`src/rtl/pwl_act_pkg.sv`:
```
package pwl_act_pkg;

  typedef enum logic [1:0] {
    OW_2B   = 2'd0,
    OW_4B   = 2'd1,
    OW_8B   = 2'd2,
    OW_8B_X = 2'd3
  } ow_sel_e;

  localparam logic [1:0] OW_RESET = 2'd2;

  // Number of signed bits kept for a width code.
  function automatic int ow_bits(input logic [1:0] code);
    case (ow_sel_e'(code))
      OW_2B:   return 2;
      OW_4B:   return 4;
      default: return 8;
    endcase
  endfunction

endpackage

```
`src/rtl/pwl_act_cfg.sv`:
```
module pwl_act_cfg #(
  parameter int DW   = 16,
  parameter int NSEG = 8,
  parameter int SHW  = 4,
  parameter int AW   = 5
) (
  input  logic                          clk,
  input  logic                          rst_n,
  input  logic                          we,
  input  logic [AW-1:0]                 addr,
  input  logic [DW-1:0]                 wdata,
  input  logic                          busy,
  output logic [DW-1:0]                 rdata,
  output logic [NSEG-2:0][DW-1:0]       bp_o,
  output logic [NSEG-1:0][SHW:0]        sc_o,
  output logic [NSEG-1:0][DW-1:0]       ic_o,
  output logic [1:0]                    wsel_o,
  output logic                          commit_o
);
  import pwl_act_pkg::*;

  localparam int NBP     = NSEG - 1;
  localparam int SC_BASE = NSEG;
  localparam int IC_BASE = 2 * NSEG;
  localparam int WS_ADDR = 3 * NSEG;
  localparam logic [DW-1:0] BP_MAX = {1'b0, {(DW-1){1'b1}}};

  logic [NSEG-2:0][DW-1:0] bp_q;
  logic [NSEG-1:0][SHW:0]  sc_q;
  logic [NSEG-1:0][DW-1:0] ic_q;
  logic [1:0]              wsel_q;

  assign commit_o = we & ~busy;

  always_ff @(posedge clk) begin
    if (!rst_n) begin
      for (int i = 0; i < NBP; i++)  bp_q[i] <= BP_MAX;
      for (int i = 0; i < NSEG; i++) sc_q[i] <= '0;
      for (int i = 0; i < NSEG; i++) ic_q[i] <= '0;
      wsel_q <= OW_RESET;
    end else if (commit_o) begin
      for (int i = 0; i < NBP; i++)
        if (addr == AW'(i)) bp_q[i] <= wdata;
      for (int i = 0; i < NSEG; i++) begin
        if (addr == AW'(SC_BASE + i)) sc_q[i] <= wdata[SHW:0];
        if (addr == AW'(IC_BASE + i)) ic_q[i] <= wdata;
      end
      if (addr == AW'(WS_ADDR)) wsel_q <= wdata[1:0];
    end
  end

  always_comb begin
    rdata = '0;
    for (int i = 0; i < NBP; i++)
      if (addr == AW'(i)) rdata = bp_q[i];
    for (int i = 0; i < NSEG; i++) begin
      if (addr == AW'(SC_BASE + i)) rdata = DW'(sc_q[i]);
      if (addr == AW'(IC_BASE + i)) rdata = ic_q[i];
    end
    if (addr == AW'(WS_ADDR)) rdata = DW'(wsel_q);
  end

  assign bp_o   = bp_q;
  assign sc_o   = sc_q;
  assign ic_o   = ic_q;
  assign wsel_o = wsel_q;

endmodule

```
`src/rtl/pwl_seg_select.sv`:
```
module pwl_seg_select #(
  parameter int DW   = 16,
  parameter int NSEG = 8,
  parameter int SW   = 3
) (
  input  logic [DW-1:0]           x,
  input  logic [NSEG-2:0][DW-1:0] bp,
  output logic [NSEG-2:0]         ge_o,
  output logic [SW-1:0]           seg_o
);
  localparam int NBP = NSEG - 1;

  // One comparator per breakpoint; equality selects the upper segment.
  for (genvar g = 0; g < NBP; g++) begin : g_cmp
    assign ge_o[g] = $signed(x) >= $signed(bp[g]);
  end

  always_comb begin
    seg_o = '0;
    for (int i = 0; i < NBP; i++) seg_o = seg_o + SW'(ge_o[i]);
  end

endmodule

```
`src/rtl/pwl_shift_cascade.sv`:
```
module pwl_shift_cascade #(
  parameter int DW  = 16,
  parameter int SHW = 4
) (
  input  logic [DW-1:0]        x,
  input  logic [SHW-1:0]       sh,
  input  logic                 neg,
  output logic signed [DW:0]   term_o
);
  localparam int NST = (1 << SHW) - 1;

  logic signed [DW-1:0] st [NST+1];
  logic signed [DW:0]   ext;

  assign st[0] = $signed(x);

  // Stage g applies one arithmetic shift when the count exceeds g.
  for (genvar g = 0; g < NST; g++) begin : g_stage
    assign st[g+1] = (sh > SHW'(g)) ? (st[g] >>> 1) : st[g];
  end

  assign ext    = $signed({st[NST][DW-1], st[NST]});
  assign term_o = neg ? -ext : ext;

endmodule

```
`src/rtl/pwl_act_unit.sv`:
```
module pwl_act_unit #(
  parameter int DW   = 16,
  parameter int NSEG = 8,
  parameter int SHW  = 4,
  parameter int OUTW = 8,
  parameter int AW   = $clog2(3 * NSEG + 1)
) (
  input  logic             clk,
  input  logic             rst_n,
  input  logic             in_valid,
  input  logic [DW-1:0]    in_data,
  output logic             out_valid,
  output logic [OUTW-1:0]  out_data,
  input  logic             cfg_we,
  input  logic [AW-1:0]    cfg_addr,
  input  logic [DW-1:0]    cfg_wdata,
  output logic [DW-1:0]    cfg_rdata
);
  import pwl_act_pkg::*;

  localparam int SW   = $clog2(NSEG);
  localparam int SUMW = DW + 2;

  function automatic logic [OUTW-1:0] sat_q(input logic signed [SUMW-1:0] s,
                                            input logic [1:0] code);
    int b;
    logic signed [SUMW-1:0] hi, lo, r;
    b  = ow_bits(code);
    hi = $signed((SUMW'(1) << (b - 1)) - SUMW'(1));
    lo = -hi - $signed(SUMW'(1));
    if (s > hi)      r = hi;
    else if (s < lo) r = lo;
    else             r = s;
    return r[OUTW-1:0];
  endfunction

  // configuration
  logic [NSEG-2:0][DW-1:0] bp;
  logic [NSEG-1:0][SHW:0]  sc;
  logic [NSEG-1:0][DW-1:0] ic;
  logic [1:0]              wsel_q;
  logic                    cfg_commit;
  logic                    busy;

  // pipeline state
  logic                    s1_v, s2_v;
  logic [DW-1:0]           s1_x;
  logic [SW-1:0]           s1_seg;
  logic signed [DW:0]      s2_term;
  logic signed [DW-1:0]    s2_ic;

  // named internal events
  logic [NSEG-2:0]         seg_ge;
  logic [SW-1:0]           seg_idx;
  logic signed [DW:0]      term_c;
  logic [SHW:0]            ctl_c;
  logic signed [SUMW-1:0]  sum_c;

  assign busy = in_valid | s1_v | s2_v;

  pwl_act_cfg #(.DW(DW), .NSEG(NSEG), .SHW(SHW), .AW(AW)) u_cfg (
    .clk      (clk),
    .rst_n    (rst_n),
    .we       (cfg_we),
    .addr     (cfg_addr),
    .wdata    (cfg_wdata),
    .busy     (busy),
    .rdata    (cfg_rdata),
    .bp_o     (bp),
    .sc_o     (sc),
    .ic_o     (ic),
    .wsel_o   (wsel_q),
    .commit_o (cfg_commit)
  );

  pwl_seg_select #(.DW(DW), .NSEG(NSEG), .SW(SW)) u_sel (
    .x     (in_data),
    .bp    (bp),
    .ge_o  (seg_ge),
    .seg_o (seg_idx)
  );

  assign ctl_c = sc[s1_seg];

  pwl_shift_cascade #(.DW(DW), .SHW(SHW)) u_shift (
    .x      (s1_x),
    .sh     (ctl_c[SHW-1:0]),
    .neg    (ctl_c[SHW]),
    .term_o (term_c)
  );

  assign sum_c = $signed({{2{s2_ic[DW-1]}}, s2_ic}) + $signed({s2_term[DW], s2_term});

  // stage 1: compare
  always_ff @(posedge clk) begin
    if (!rst_n) begin
      s1_v   <= 1'b0;
      s1_x   <= '0;
      s1_seg <= '0;
    end else begin
      s1_v <= in_valid;
      if (in_valid) begin
        s1_x   <= in_data;
        s1_seg <= seg_idx;
      end
    end
  end

  // stage 2: shift
  always_ff @(posedge clk) begin
    if (!rst_n) begin
      s2_v    <= 1'b0;
      s2_term <= '0;
      s2_ic   <= '0;
    end else begin
      s2_v <= s1_v;
      if (s1_v) begin
        s2_term <= term_c;
        s2_ic   <= $signed(ic[s1_seg]);
      end
    end
  end

  // stage 3: add and saturate
  always_ff @(posedge clk) begin
    if (!rst_n) begin
      out_valid <= 1'b0;
      out_data  <= '0;
    end else begin
      out_valid <= s2_v;
      if (s2_v) out_data <= sat_q(sum_c, wsel_q);
    end
  end

endmodule

```
`config.mk`:
```
export PLATFORM = sky130hd
export DESIGN_NAME = pwl_act_unit
export DESIGN_NICKNAME = d
export VERILOG_FILES = /design/src/rtl/pwl_act_pkg.sv /design/src/rtl/pwl_act_cfg.sv /design/src/rtl/pwl_seg_select.sv /design/src/rtl/pwl_shift_cascade.sv /design/src/rtl/pwl_act_unit.sv
export SDC_FILE = /design/constraint.sdc
export NUM_CORES = 1
export LEC_CHECK = 0
export ABC_CLOCK_PERIOD_IN_PS = 4500
export BUFFER_PORTS_ARGS = -buffer_cell sky130_fd_sc_hd__buf_2
export CORE_MARGIN = 4
export CORE_UTILIZATION = 45
export DETAILED_ROUTE_END_ITERATION = 10
export GPL_ROUTABILITY_DRIVEN = 0
export PLACE_DENSITY = 0.69
export SYNTH_ARGS = -nofsm -noshare
export SYNTH_HDL_FRONTEND = slang
export SYNTH_HIERARCHICAL = 1
export SYNTH_SLANG_ARGS = --single-unit
```
`constraint.sdc`:
```
create_clock -name clk -period 4.5 [get_ports clk]
set_input_delay 0.9 -clock clk [delete_from_list [all_inputs] [get_ports clk]]
set_output_delay 0.9 -clock clk [all_outputs]
set_load 0.05 [all_outputs]
```
==> out/qor.tcl <==
set qor(worst_ir_drop_vdd_v) 0.000241
set qor(report.final.hold_viol_count) 0
set qor(drt_drc_violations_left) 0
set qor(post_route_cells_drive_above_1_share) 0.136
set qor(worst_slew_margin_rel) 0.238
set qor(vias_per_cell) 6.29
set qor(cts.htree.levels) 2
set qor(holdPathEnd) {out_data[7]}
set qor(route.detailed.wl_per_inst_um) 22.8
set qor(grt_max_degree) 258
set qor(crit_arrival_ns) 4.90
set qor(grt_antenna_before_repair) 2
set qor(post_detailed_routing_wire_length_mm) 81.7
set qor(setup-violations-final) 0
set qor(cts.clk_slew.worst_paths_ns) 0.06
set qor(crit_path_start_kind) {register}
set qor(dieHeight_um) 234
set qor(cts_hold_buffers) 0
set qor(clock.fmax_mhz) 225
set qor(r2r_setup_slack_ns) 0.06
set qor(finClkSkew_ns) 0.0336
set qor(status) {completed}
set qor(numPlacedInstances) 3495
set qor(dpl.hpwl_mm) 59.2
set qor(crit_path_frequent_cell) {sky130_fd_sc_hd__ha_1}
set qor(drt_first_iter_violations) 3334
set qor(setup_slack_ns) 0.0580
set qor(final.min_clock_period_ns) 4.44
set qor(fin_total_pwr_w) 0.00793
set qor(die_w_um) 234
set qor(layout.area.seq_um2) 6920
set qor(die-area_um2) 54700
set qor(design.core.area_um2) 50300
set qor(type_of_element_capturing_the_critical_path) {register}
set qor(critical_path.cell_chain) {ha_1 > o21ai_0 > o211ai_1 > a31o_2 > a21o_1 > a21oi_4 > o21ai_1 > xor2_1 > ha_1 > or4bb_1 > nor2_2 > and3_1 > or4b_2 > nand3_2 > buf_4 > o221a_2 > a221o_1}
set qor(final_cells) 3578
set qor(num-nets-final) 3089
set qor(cts_buffer_depth) 3
set qor(routed-via-count) 22500
set qor(floorplan.initialDensity) 0.457
set qor(post-route-cell-area_um2) 25800
set qor(grt_pass1_vias) 21600
set qor(std_cell_rows) 82
set qor(slew_worst_pin_ns) 1.14
set qor(cellPowerDensity_nw_per_um2) 308
set qor(cts_root_buf) {sky130_fd_sc_hd__clkbuf_16}
set qor(multi_input_area_um2) 14800
set qor(worst_r2r_endpoint) {out_data[4]}
set qor(global_route_wire_length_before_repair_mm) 124
set qor(hold_depth) 2
set qor(area_growth_syn_to_layout_pct) 12.4
set qor(critical_path_class) {reg2reg}
set qor(min_period_over_period) 0.987
set qor(cts_sinks) 345
set qor(power.static_leakage_nw) 11.4
set qor(cts_buffers) 39
set qor(final_antenna_net_count) 0
set qor(firstDrtPassIters) 10
set qor(port_buffers) 65
set qor(overflow) 0
set qor(regToRegStartpoint) {s2_term[2]}
set qor(worst_r2r_path_depth) 17
set qor(cts_tree) {yes}
set qor(preCtsSetupSlack_ns) -0.302
set qor(critical-path-slowest-cell) {sky130_fd_sc_hd__or4bb_1}
set qor(syn_inst) 2828
set qor(synthesis.area_um2) 23000
set qor(crit_fanout) 4
set qor(critical-path-max-stage-delay_ns) 0.55
set qor(floorplan.io_pins) 66
set qor(timing.final.max_slew_violations) 0
set qor(yosysWarningCount) 6
set qor(placed_cell_area_um2) 24200
set qor(grt_usage) 0.287
set qor(synth.avg_cell_area_um2) 8.12
set qor(drv_cap) 0
set qor(required_arrival_time_at_the_worst_endpoint_ns) 4.96
set qor(clock_insertion_delay_worst_skew_ns) 0.58
set qor(timing.hold.worst.class) {reg2reg}
set qor(fillCellCount) 4714
set qor(hold_path.startpoint) {out_data[7]}
==> timing repair <==
action	in CTS	in global routing
endpoints found under the setup margin	8	19
gates resized for setup	9	31
pin swaps	3	20
buffers inserted	2	7
==> worst max path at each step <==
stage                     from          end  cells past startpoint
floorplan           s2_term[0]  out_data[3]                     19
global placement    s2_term[0]  out_data[3]                     19
detailed placement  s2_term[0]  out_data[3]                     19
CTS                 s2_term[0]  out_data[3]                     19
global route        s2_term[2]  out_data[4]                     17
finish              s2_term[2]  out_data[4]                     17
==> state kept, by name, indices dropped and copies added (netlist names) <==
| register | cells |
|---|---|
| u_cfg/ic_o | 128 |
| s1_x | 16 |
| s1_v | 1 |
| u_cfg/wsel_o | 2 |
| out_valid | 1 |
| out_data | 8 |
| s2_term | 17 |
| u_cfg/bp_o | 112 |
| u_cfg/sc_o | 40 |
| s2_ic | 16 |
| s2_v | 1 |
| s1_seg | 3 |
==> power by group <==
part	internal (W)	switching (W)	total, W	leakage [nW]
combinational	0.000501	0.000817	0.00132	7.93
clock	0.00205	0.00139	0.00343	0.663
sequential	0.00310	0.0000812	0.00318	2.79
total	0.00565	0.00229	0.00793	11.4
==> layout by cell type (no fill, tap or decap), drive strengths merged, types with 8 or more instances in the layout <==
cell type and n:
a31oi 8, ha 171, nand3 151, buf 187
o31ai 12, a21o 26, xor2 11, conb 12
a21boi 159, dfxtp 345, mux2i 103, and4 9
a211oi 40, xnor2 17, a22oi 81, inv 159
nand2b 17, nor2 142, nor3 35, or2 15
mux2 15, nor2b 57, or3 13, nand4 44
a221oi 17, a222oi 12, and2 9, nand2 591
o221ai 14, o22ai 16, nor4 9, mux4 43
o21ai 70, clkbuf 55, a21oi 77, nor3b 10
o211ai 24
==> critical path, delay by kind of cell, from the launching register on <==
family	cells	cell delay (ns)
AO/OA/AOI/OAI	8	1.78
AND/OR/NAND/NOR	5	1.15
adder cells (fa/ha/maj)	2	0.65
flip-flops	1	0.32
XOR/XNOR	1	0.25
buffers and inverters	1	0.17
==> per-layer routing <==
metal | track usage | share of wire | vias up | routed length (µm)
met4 | 0.145 | 0.057 | 2 | 4690
met2 | 0.471 | 0.46 | 1357 | 37600
met3 | 0.0508 | 0.092 | 300 | 7500
met1 | 0.364 | 0.39 | 10700 | 31900
met5 | 0 | 0.00020 | - | 16
li1 | - | - | 10100 | -
==> area by class of cell <==
| type | instances | share of cell area |
|---|---|---|
| multi-input combinational | 2143 | 0.573 |
| sequential | 345 | 0.268 |
| timing repair buffer | 187 | 0.0503 |
| clock buffer | 55 | 0.0437 |
| tap | 672 | 0.0326 |
| inverter | 157 | 0.0228 |
| clock inverter | 16 | 0.00902 |
| antenna | 3 | 0.000291 |
==> through the flow <==
step / TNS (ns) / util / hold WS, ns
2_1_floorplan: 0 / - / 0.444
3_3_place_gp: -0.909 / 0.481 / 0.451
3_5_place_dp: -1.68 / 0.481 / 0.453
4_1_cts: -0.00325 / 0.509 / 0.466
5_1_grt: -0.0695 / 0.513 / 0.486
6_report: 0 / 0.513 / 0.465
Power figures use the tool's default switching activity.
